$ cat src/rtl/goc_pkg.sv
package goc_pkg;
  typedef enum logic [1:0] {
    CAUSE_FORCED = 2'b00,
    CAUSE_COT    = 2'b01,
    CAUSE_ILIM   = 2'b10,
    CAUSE_MAX    = 2'b11
  } end_cause_e;
endpackage

$ cat src/rtl/goc_on_timer.sv
module goc_on_timer
  import goc_pkg::*;
#(
  parameter int TON_MIN_CYC = 62,
  parameter int TON_MAX_CYC = 2350,
  parameter int LEB_CYC     = 20,
  parameter int CNT_W       = $clog2(TON_MAX_CYC + 1)
) (
  input  logic             clk_i,
  input  logic             rst_ni,
  input  logic             gate_i,
  input  logic             turn_on_i,
  input  logic             cot_trip_i,
  input  logic             ilim_trip_i,
  input  logic             force_off_i,
  output logic             end_req_o,
  output end_cause_e       cause_o,
  output logic [CNT_W-1:0] on_cnt_o
);
  localparam logic [CNT_W-1:0] MaxLast = CNT_W'(TON_MAX_CYC - 1);
  localparam logic [CNT_W-1:0] MinLast = CNT_W'(TON_MIN_CYC - 1);
  localparam logic [CNT_W-1:0] LebEnd  = CNT_W'(LEB_CYC);

  logic [CNT_W-1:0] cnt_q;
  logic             cot_seen_q;
  logic             max_hit, ilim_hit, cot_hit;

  assign max_hit  = cnt_q == MaxLast;
  assign ilim_hit = ilim_trip_i && (cnt_q >= LebEnd);
  // early comparator trips are held until the minimum on-time has elapsed
  assign cot_hit  = (cot_trip_i || cot_seen_q) && (cnt_q >= MinLast);

  assign end_req_o = gate_i && (force_off_i || max_hit || ilim_hit || cot_hit);
  assign on_cnt_o  = cnt_q;

  always_comb begin
    if (force_off_i)   cause_o = CAUSE_FORCED;
    else if (max_hit)  cause_o = CAUSE_MAX;
    else if (ilim_hit) cause_o = CAUSE_ILIM;
    else               cause_o = CAUSE_COT;
  end

  always_ff @(posedge clk_i or negedge rst_ni) begin
    if (!rst_ni) begin
      cnt_q      <= '0;
      cot_seen_q <= 1'b0;
    end else if (turn_on_i) begin
      cnt_q      <= '0;
      cot_seen_q <= 1'b0;
    end else if (gate_i) begin
      if (!max_hit) cnt_q <= cnt_q + 1'b1;
      if (cot_trip_i) cot_seen_q <= 1'b1;
    end
  end

  p_max_bound_r2: assert property (@(posedge clk_i) disable iff (!rst_ni)
    gate_i |-> on_cnt_o <= MaxLast);

  p_no_restart_r8: assert property (@(posedge clk_i) disable iff (!rst_ni)
    ($past(gate_i) && gate_i) |-> on_cnt_o == CNT_W'($past(on_cnt_o) + 1'b1));
endmodule

$ cat src/rtl/goc_blank_timer.sv
module goc_blank_timer #(
  parameter int CODE_W            = 8,
  parameter int BLANK_BASE_CYC    = 100,
  parameter int BLANK_PER_LSB_CYC = 1
) (
  input  logic              clk_i,
  input  logic              rst_ni,
  input  logic              load_i,
  input  logic [CODE_W-1:0] code_i,
  output logic              blank_o
);
  localparam int BlankMax = BLANK_BASE_CYC + BLANK_PER_LSB_CYC * ((1 << CODE_W) - 1);
  localparam int BL_W     = $clog2(BlankMax + 1);

  logic [BL_W-1:0] len;
  logic [BL_W-1:0] cnt_q;

  generate
    if (BLANK_PER_LSB_CYC == 1) begin : g_unit_slope
      assign len = BL_W'(BLANK_BASE_CYC) + BL_W'(code_i);
    end else begin : g_scaled_slope
      assign len = BL_W'(BLANK_BASE_CYC) + BL_W'(code_i) * BL_W'(BLANK_PER_LSB_CYC);
    end
  endgenerate

  always_ff @(posedge clk_i or negedge rst_ni) begin
    if (!rst_ni)            cnt_q <= '0;
    else if (load_i)        cnt_q <= len;
    else if (cnt_q != '0)   cnt_q <= cnt_q - 1'b1;
  end

  assign blank_o = cnt_q != '0;

  p_blank_countdown_r7: assert property (@(posedge clk_i) disable iff (!rst_ni)
    (!load_i && cnt_q != '0) |=> cnt_q == BL_W'($past(cnt_q) - 1'b1));
endmodule

$ cat src/rtl/gate_ontime_ctrl.sv
module gate_ontime_ctrl
  import goc_pkg::*;
#(
  parameter int TON_MIN_CYC       = 62,
  parameter int TON_MAX_CYC       = 2350,
  parameter int LEB_CYC           = 20,
  parameter int CODE_W            = 8,
  parameter int BLANK_BASE_CYC    = 100,
  parameter int BLANK_PER_LSB_CYC = 1
) (
  input  logic              clk_i,
  input  logic              rst_ni,
  input  logic              start_i,
  input  logic              disable_i,
  input  logic              cot_trip_i,
  input  logic              ilim_trip_i,
  input  logic [CODE_W-1:0] cs_peak_i,
  output logic              gate_o,
  output logic              done_o,
  output logic [1:0]        cause_o,
  output logic              blank_o
);
  localparam int CNT_W = $clog2(TON_MAX_CYC + 1);

  logic             gate_q, done_q;
  end_cause_e       cause_q, cause_w;
  logic             end_req, turn_on;
  logic [CNT_W-1:0] on_cnt;

  assign turn_on = !gate_q && start_i && !disable_i;

  goc_on_timer #(
    .TON_MIN_CYC(TON_MIN_CYC), .TON_MAX_CYC(TON_MAX_CYC),
    .LEB_CYC(LEB_CYC), .CNT_W(CNT_W)
  ) u_on_timer (
    .clk_i, .rst_ni,
    .gate_i(gate_q), .turn_on_i(turn_on),
    .cot_trip_i, .ilim_trip_i, .force_off_i(disable_i),
    .end_req_o(end_req), .cause_o(cause_w), .on_cnt_o(on_cnt)
  );

  goc_blank_timer #(
    .CODE_W(CODE_W), .BLANK_BASE_CYC(BLANK_BASE_CYC),
    .BLANK_PER_LSB_CYC(BLANK_PER_LSB_CYC)
  ) u_blank_timer (
    .clk_i, .rst_ni, .load_i(end_req), .code_i(cs_peak_i), .blank_o
  );

  always_ff @(posedge clk_i or negedge rst_ni) begin
    if (!rst_ni) begin
      gate_q  <= 1'b0;
      done_q  <= 1'b0;
      cause_q <= CAUSE_FORCED;
    end else begin
      done_q <= end_req;
      if (end_req) begin
        gate_q  <= 1'b0;
        cause_q <= cause_w;
      end else if (turn_on) begin
        gate_q  <= 1'b1;
      end
    end
  end

  assign gate_o  = gate_q;
  assign done_o  = done_q;
  assign cause_o = cause_q;

  p_min_cot_r1: assert property (@(posedge clk_i) disable iff (!rst_ni)
    ($fell(gate_o) && cause_o == CAUSE_COT) |-> $past(on_cnt) >= CNT_W'(TON_MIN_CYC - 1));

  p_leb_mask_r3: assert property (@(posedge clk_i) disable iff (!rst_ni)
    ($fell(gate_o) && cause_o == CAUSE_ILIM) |-> $past(on_cnt) >= CNT_W'(LEB_CYC));

  p_force_off_r5: assert property (@(posedge clk_i) disable iff (!rst_ni)
    (disable_i && gate_o) |=> (!gate_o && cause_o == CAUSE_FORCED));

  p_no_start_dis_r5: assert property (@(posedge clk_i) disable iff (!rst_ni)
    (disable_i && !gate_o) |=> !gate_o);

  p_done_fall_r6: assert property (@(posedge clk_i) disable iff (!rst_ni)
    $fell(gate_o) |-> done_o);

  p_done_only_r6: assert property (@(posedge clk_i) disable iff (!rst_ni)
    done_o |-> (!gate_o && $past(gate_o)));

  p_blank_open_r7: assert property (@(posedge clk_i) disable iff (!rst_ni)
    $fell(gate_o) |-> blank_o);
endmodule

$ cat config.mk
export PLATFORM = sky130hd
export DESIGN_NAME = gate_ontime_ctrl
export DESIGN_NICKNAME = d
export VERILOG_FILES = /design/src/rtl/goc_pkg.sv /design/src/rtl/goc_on_timer.sv /design/src/rtl/goc_blank_timer.sv /design/src/rtl/gate_ontime_ctrl.sv
export SDC_FILE = /design/constraint.sdc
export NUM_CORES = 1
export LEC_CHECK = 0
export ABC_AREA = 1
export ABC_CLOCK_PERIOD_IN_PS = 2100
export BUFFER_PORTS_ARGS = -buffer_cell sky130_fd_sc_hd__clkbuf_2
export CAP_MARGIN = 20
export CORE_ASPECT_RATIO = 0.7
export CORE_MARGIN = 5
export CORE_UTILIZATION = 25
export CTS_BUF_LIST = sky130_fd_sc_hd__clkbuf_2
export CTS_CLUSTER_DIAMETER = 200
export DETAILED_ROUTE_END_ITERATION = 6
export GPL_TIMING_DRIVEN = 0
export PLACE_DENSITY = 0.39
export SLEW_MARGIN = 25
export SYNTH_ARGS = -nofsm -noshare
export SYNTH_HDL_FRONTEND = slang
export SYNTH_HIERARCHICAL = 1
export SYNTH_SLANG_ARGS = --single-unit
$ cat constraint.sdc
create_clock -name clk_i -period 2.1 [get_ports clk_i]
set_input_delay 0.21 -clock clk_i [delete_from_list [all_inputs] [get_ports clk_i]]
set_output_delay 0.21 -clock clk_i [all_outputs]
set_load 0.02 [all_outputs]
==> reports/metrics.yaml <==
synth_top_area_share: 0.3441
synth_edf_count: 0
setup_slack_ns: 0.1514
p_int_w: 0.001143
core_area_mm2: 0.007320
syn-num-nets: 284
cts_buffer_depth: 2
fmax_mhz: 513.2
path_delay_family: "flip-flops"
final_layout_size_suffix_gt1_frac: 0.2653
fin_nets: 315
rr_endpoint: "u_blank_timer/cnt_q[4]"
regArea_um2: 660.6
cts-root-buf: "clkbuf_2"
cts_tree: "done"
critical_path_class: "register to primary output"
fin_crit_ns: 1.949
hpwl_um: 3685
gr-total-overflow: 0
synth.most_common_cell: "nand2_1"
clk_latency_ns: 0.36
synthesis.area_mm2: 0.001891
slowest_delay_ns: 0.45
syn_to_final_growth_pct: 18.27
ff2ff_setup_slack_ns: 0.18
nFillCells: 824
start_util: 0.2583
synth_area_leaders: "dfrtp_1, nand2_1, nand3_1"
place_inst: 380
r2r_start: "u_on_timer/on_cnt_o[1]"
switching_share: 0.4660
combinationalPowerShare: 0.505
r2r_cells: 15
hold_path_class: "input pin to register"
whs_path_depth: 3
drt_iter0_drc: 66
yosysSeqAreaShare: 0.3441
cap_violations: 0
port_buffers: 18
holdWs_ns: 0.05814
powerDensity_mw_per_mm2: 956.9
cp.arrival_ns: 1.74
placedInstanceArea_mm2: 0.002103
antenna_found_initial: 0
startpoint_type: "register"
pwr-share-seq: 0.400
n_antenna_cell: 0
drtAntennaViolNets: 0
clkTransAtPathRegs_ns: 0.26
synth.avg_cell_area_um2: 7.161
clock_sinks: 26
io_pins: 19
synthCells: 264
worst_slew_pin_slew_ns: 0.6959
yosys-top-cells-count: "nand2_1, inv_1, nor2_1, dfrtp_1, nand3_1"
hold_viol_final: 0
fin_crit_sh: 0.9279
endpoint_kind: "primary output"
cp_cell_sequence: "inv_2 -> ha_4 -> inv_1 -> nor2_4 -> nand3_2 -> nor2_4 -> nand2_1 -> clkbuf_2"
irDropWorstVdd_uv: 269.5
num_vias: 1662
gp_congestion: 0.7945
yosysWarnings: 6
post-route-drc-count: 0
first_global_vias: 1517
drt-wirelength-per-cell_um: 12.31
maxSlewHeadroom: 0.5361
drt_first_pass_iters: 4
synth-seq-cells: 26
fp.dieH_um: 82.76
drt_wl_total_um: 4825
pre_cts_slack_ns: -0.2863
rows: 26
slew_viol_final: 0
power_frac_clock: 0.095
crit_top_cell: "nor2_4"
cp_slowest_cell: "dfrtp_1"
multi_input_area_mm2: 0.001091
viasPerCell: 4.240
grt_pass1_wl_um: 7983
run_status: "finished clean"
setup_violations: 0
die_area_mm2: 0.009429
clock_skew_ns: 0.002611
grt_max_degree: 27
crit_path_max_fanout: 5
cp.required_ns: 1.89
cp_num_buf_inv: 3
grt_usage: 0.1096
die-width_um: 113.9
async_reset_ff_frac: 1.000
netlist-cell-type-count: 27
p_sw_w: 0.0009970
min_to: "gate_o"
power_w: 0.002140
hp-start: "start_i"
design_area_mm2: 0.002236
cts_made_buffers: 3
htreeDepth: 1
synth_ff_type: "dfrtp_1"
yosys.area.top_type: "dfrtp_1"
instances_no_fill: 392
leakagePower_nw: 1.038
## layout by cell type, fill, tap and decap left out, types with 2 or more instances in the layout
cell / Yosys / routed
a21oi_1: 8 / 8
buf_12: 2 / 2
buf_4: 0 / 7
clkbuf_2: 0 / 21
dfrtp_1: 26 / 18
dfrtp_2: 0 / 8
ha_1: 6 / 5
inv_1: 32 / 32
inv_2: 4 / 4
nand2_1: 70 / 70
nand2_2: 7 / 7
nand3_1: 26 / 26
nand3_2: 4 / 3
nand4_1: 6 / 6
nor2_1: 29 / 26
nor2_2: 5 / 6
nor2_4: 2 / 4
o21ai_0: 6 / 5
o21ai_1: 7 / 7
o21ai_2: 10 / 11
xor2_1: 5 / 5
## metal layers
| metal | wire (um) | vias to the layer above | global-route usage |
|---|---|---|---|
| met2 | 1716 | 18 | 0.1396 |
| li1 | - | 904 | - |
| met4 | 34 | 0 | 0.01779 |
| met3 | 167 | 2 | 0.02622 |
| met5 | 0 | - | 0 |
| met1 | 2907 | 738 | 0.1801 |
## registers in the layout, indices dropped and copies added (netlist names)
signal / cells
cause_o: 2
done_o: 1
u_blank_timer/cnt_q: 9
u_on_timer/cot_seen_q: 1
u_on_timer/on_cnt_o: 12
gate_o: 1
## final cells by class
class,count,share of cell area
Tap cell,98,0.05484
Clock buffer,3,0.006715
Buffer,4,0.02462
Inverter,36,0.06044
Timing Repair Buffer,26,0.06827
Sequential cell,26,0.2955
Clock inverter,1,0.001679
Multi-Input combinational cell,198,0.4880
## metrics by stage
stage	TNS, ns	util
6_report	0	0.3055
3_5_place_dp	-2.121	0.2874
2_1_floorplan	0	-
3_3_place_gp	-2.082	0.2874
5_1_grt	-0.007743	0.3055
4_1_cts	0	0.2930
## power groups by stage
stage | registers (W) | logic [W] | clock network [W]
after floorplan | 0.000838 | 0.000746 | 0
after global placement | 0.000867 | 0.000984 | 0
after detailed placement | 0.000864 | 0.000992 | 0
after CTS | 0.000858 | 0.00101 | 0.000226
after global routing | 0.000883 | 0.00123 | 0.000236
final | 0.000856 | 0.00108 | 0.000203
## logic make-up (layout without fill, tap and decap cells)
kind of cell	Yosys count	count (layout)	synth area share
AOI/OAI and AO/OA	34	34	0.1132
DFF	26	26	0.3441
adders and majority gates	6	6	0.03971
xor gates and xnor gates	5	5	0.02316
buffers and inverters	40	70	0.1006
and+or+nand+nor	153	153	0.3792
## worst register-to-register path: cells and delay by family (launching register included)
family / cells / cell delay [ns]
flip-flops: 1 / 0.43
AND/OR/NAND/NOR: 7 / 0.51
adder cells (fa/ha/maj): 1 / 0.22
AO/OA/AOI/OAI: 3 / 0.31
buffers and inverters: 4 / 0.40
## what timing repair did
action	CTS	global route
hold buffers	1	0
hold endpoints to repair	26	0
pin swaps	0	1
endpoints found under the setup margin	10	10
resized for setup	6	12
setup buffers	0	7
## worst max-delay path by stage
stage | startpoint | endpoint | slack [ns] | cells after the start
after floorplan | u_on_timer/on_cnt_o[1] | u_blank_timer/cnt_q[4] | 0.18 | 13
after global placement | u_on_timer/on_cnt_o[2] | u_blank_timer/cnt_q[3] | -0.29 | 12
after detailed placement | u_on_timer/on_cnt_o[5] | u_blank_timer/cnt_q[3] | -0.29 | 12
after CTS | u_blank_timer/cnt_q[0] | blank_o | 0.01 | 8
after global routing | u_on_timer/on_cnt_o[1] | u_blank_timer/cnt_q[4] | -0.008 | 15
final | u_blank_timer/cnt_q[0] | blank_o | 0.15 | 8
No activity file was read; power rests on OpenSTA's default activity.
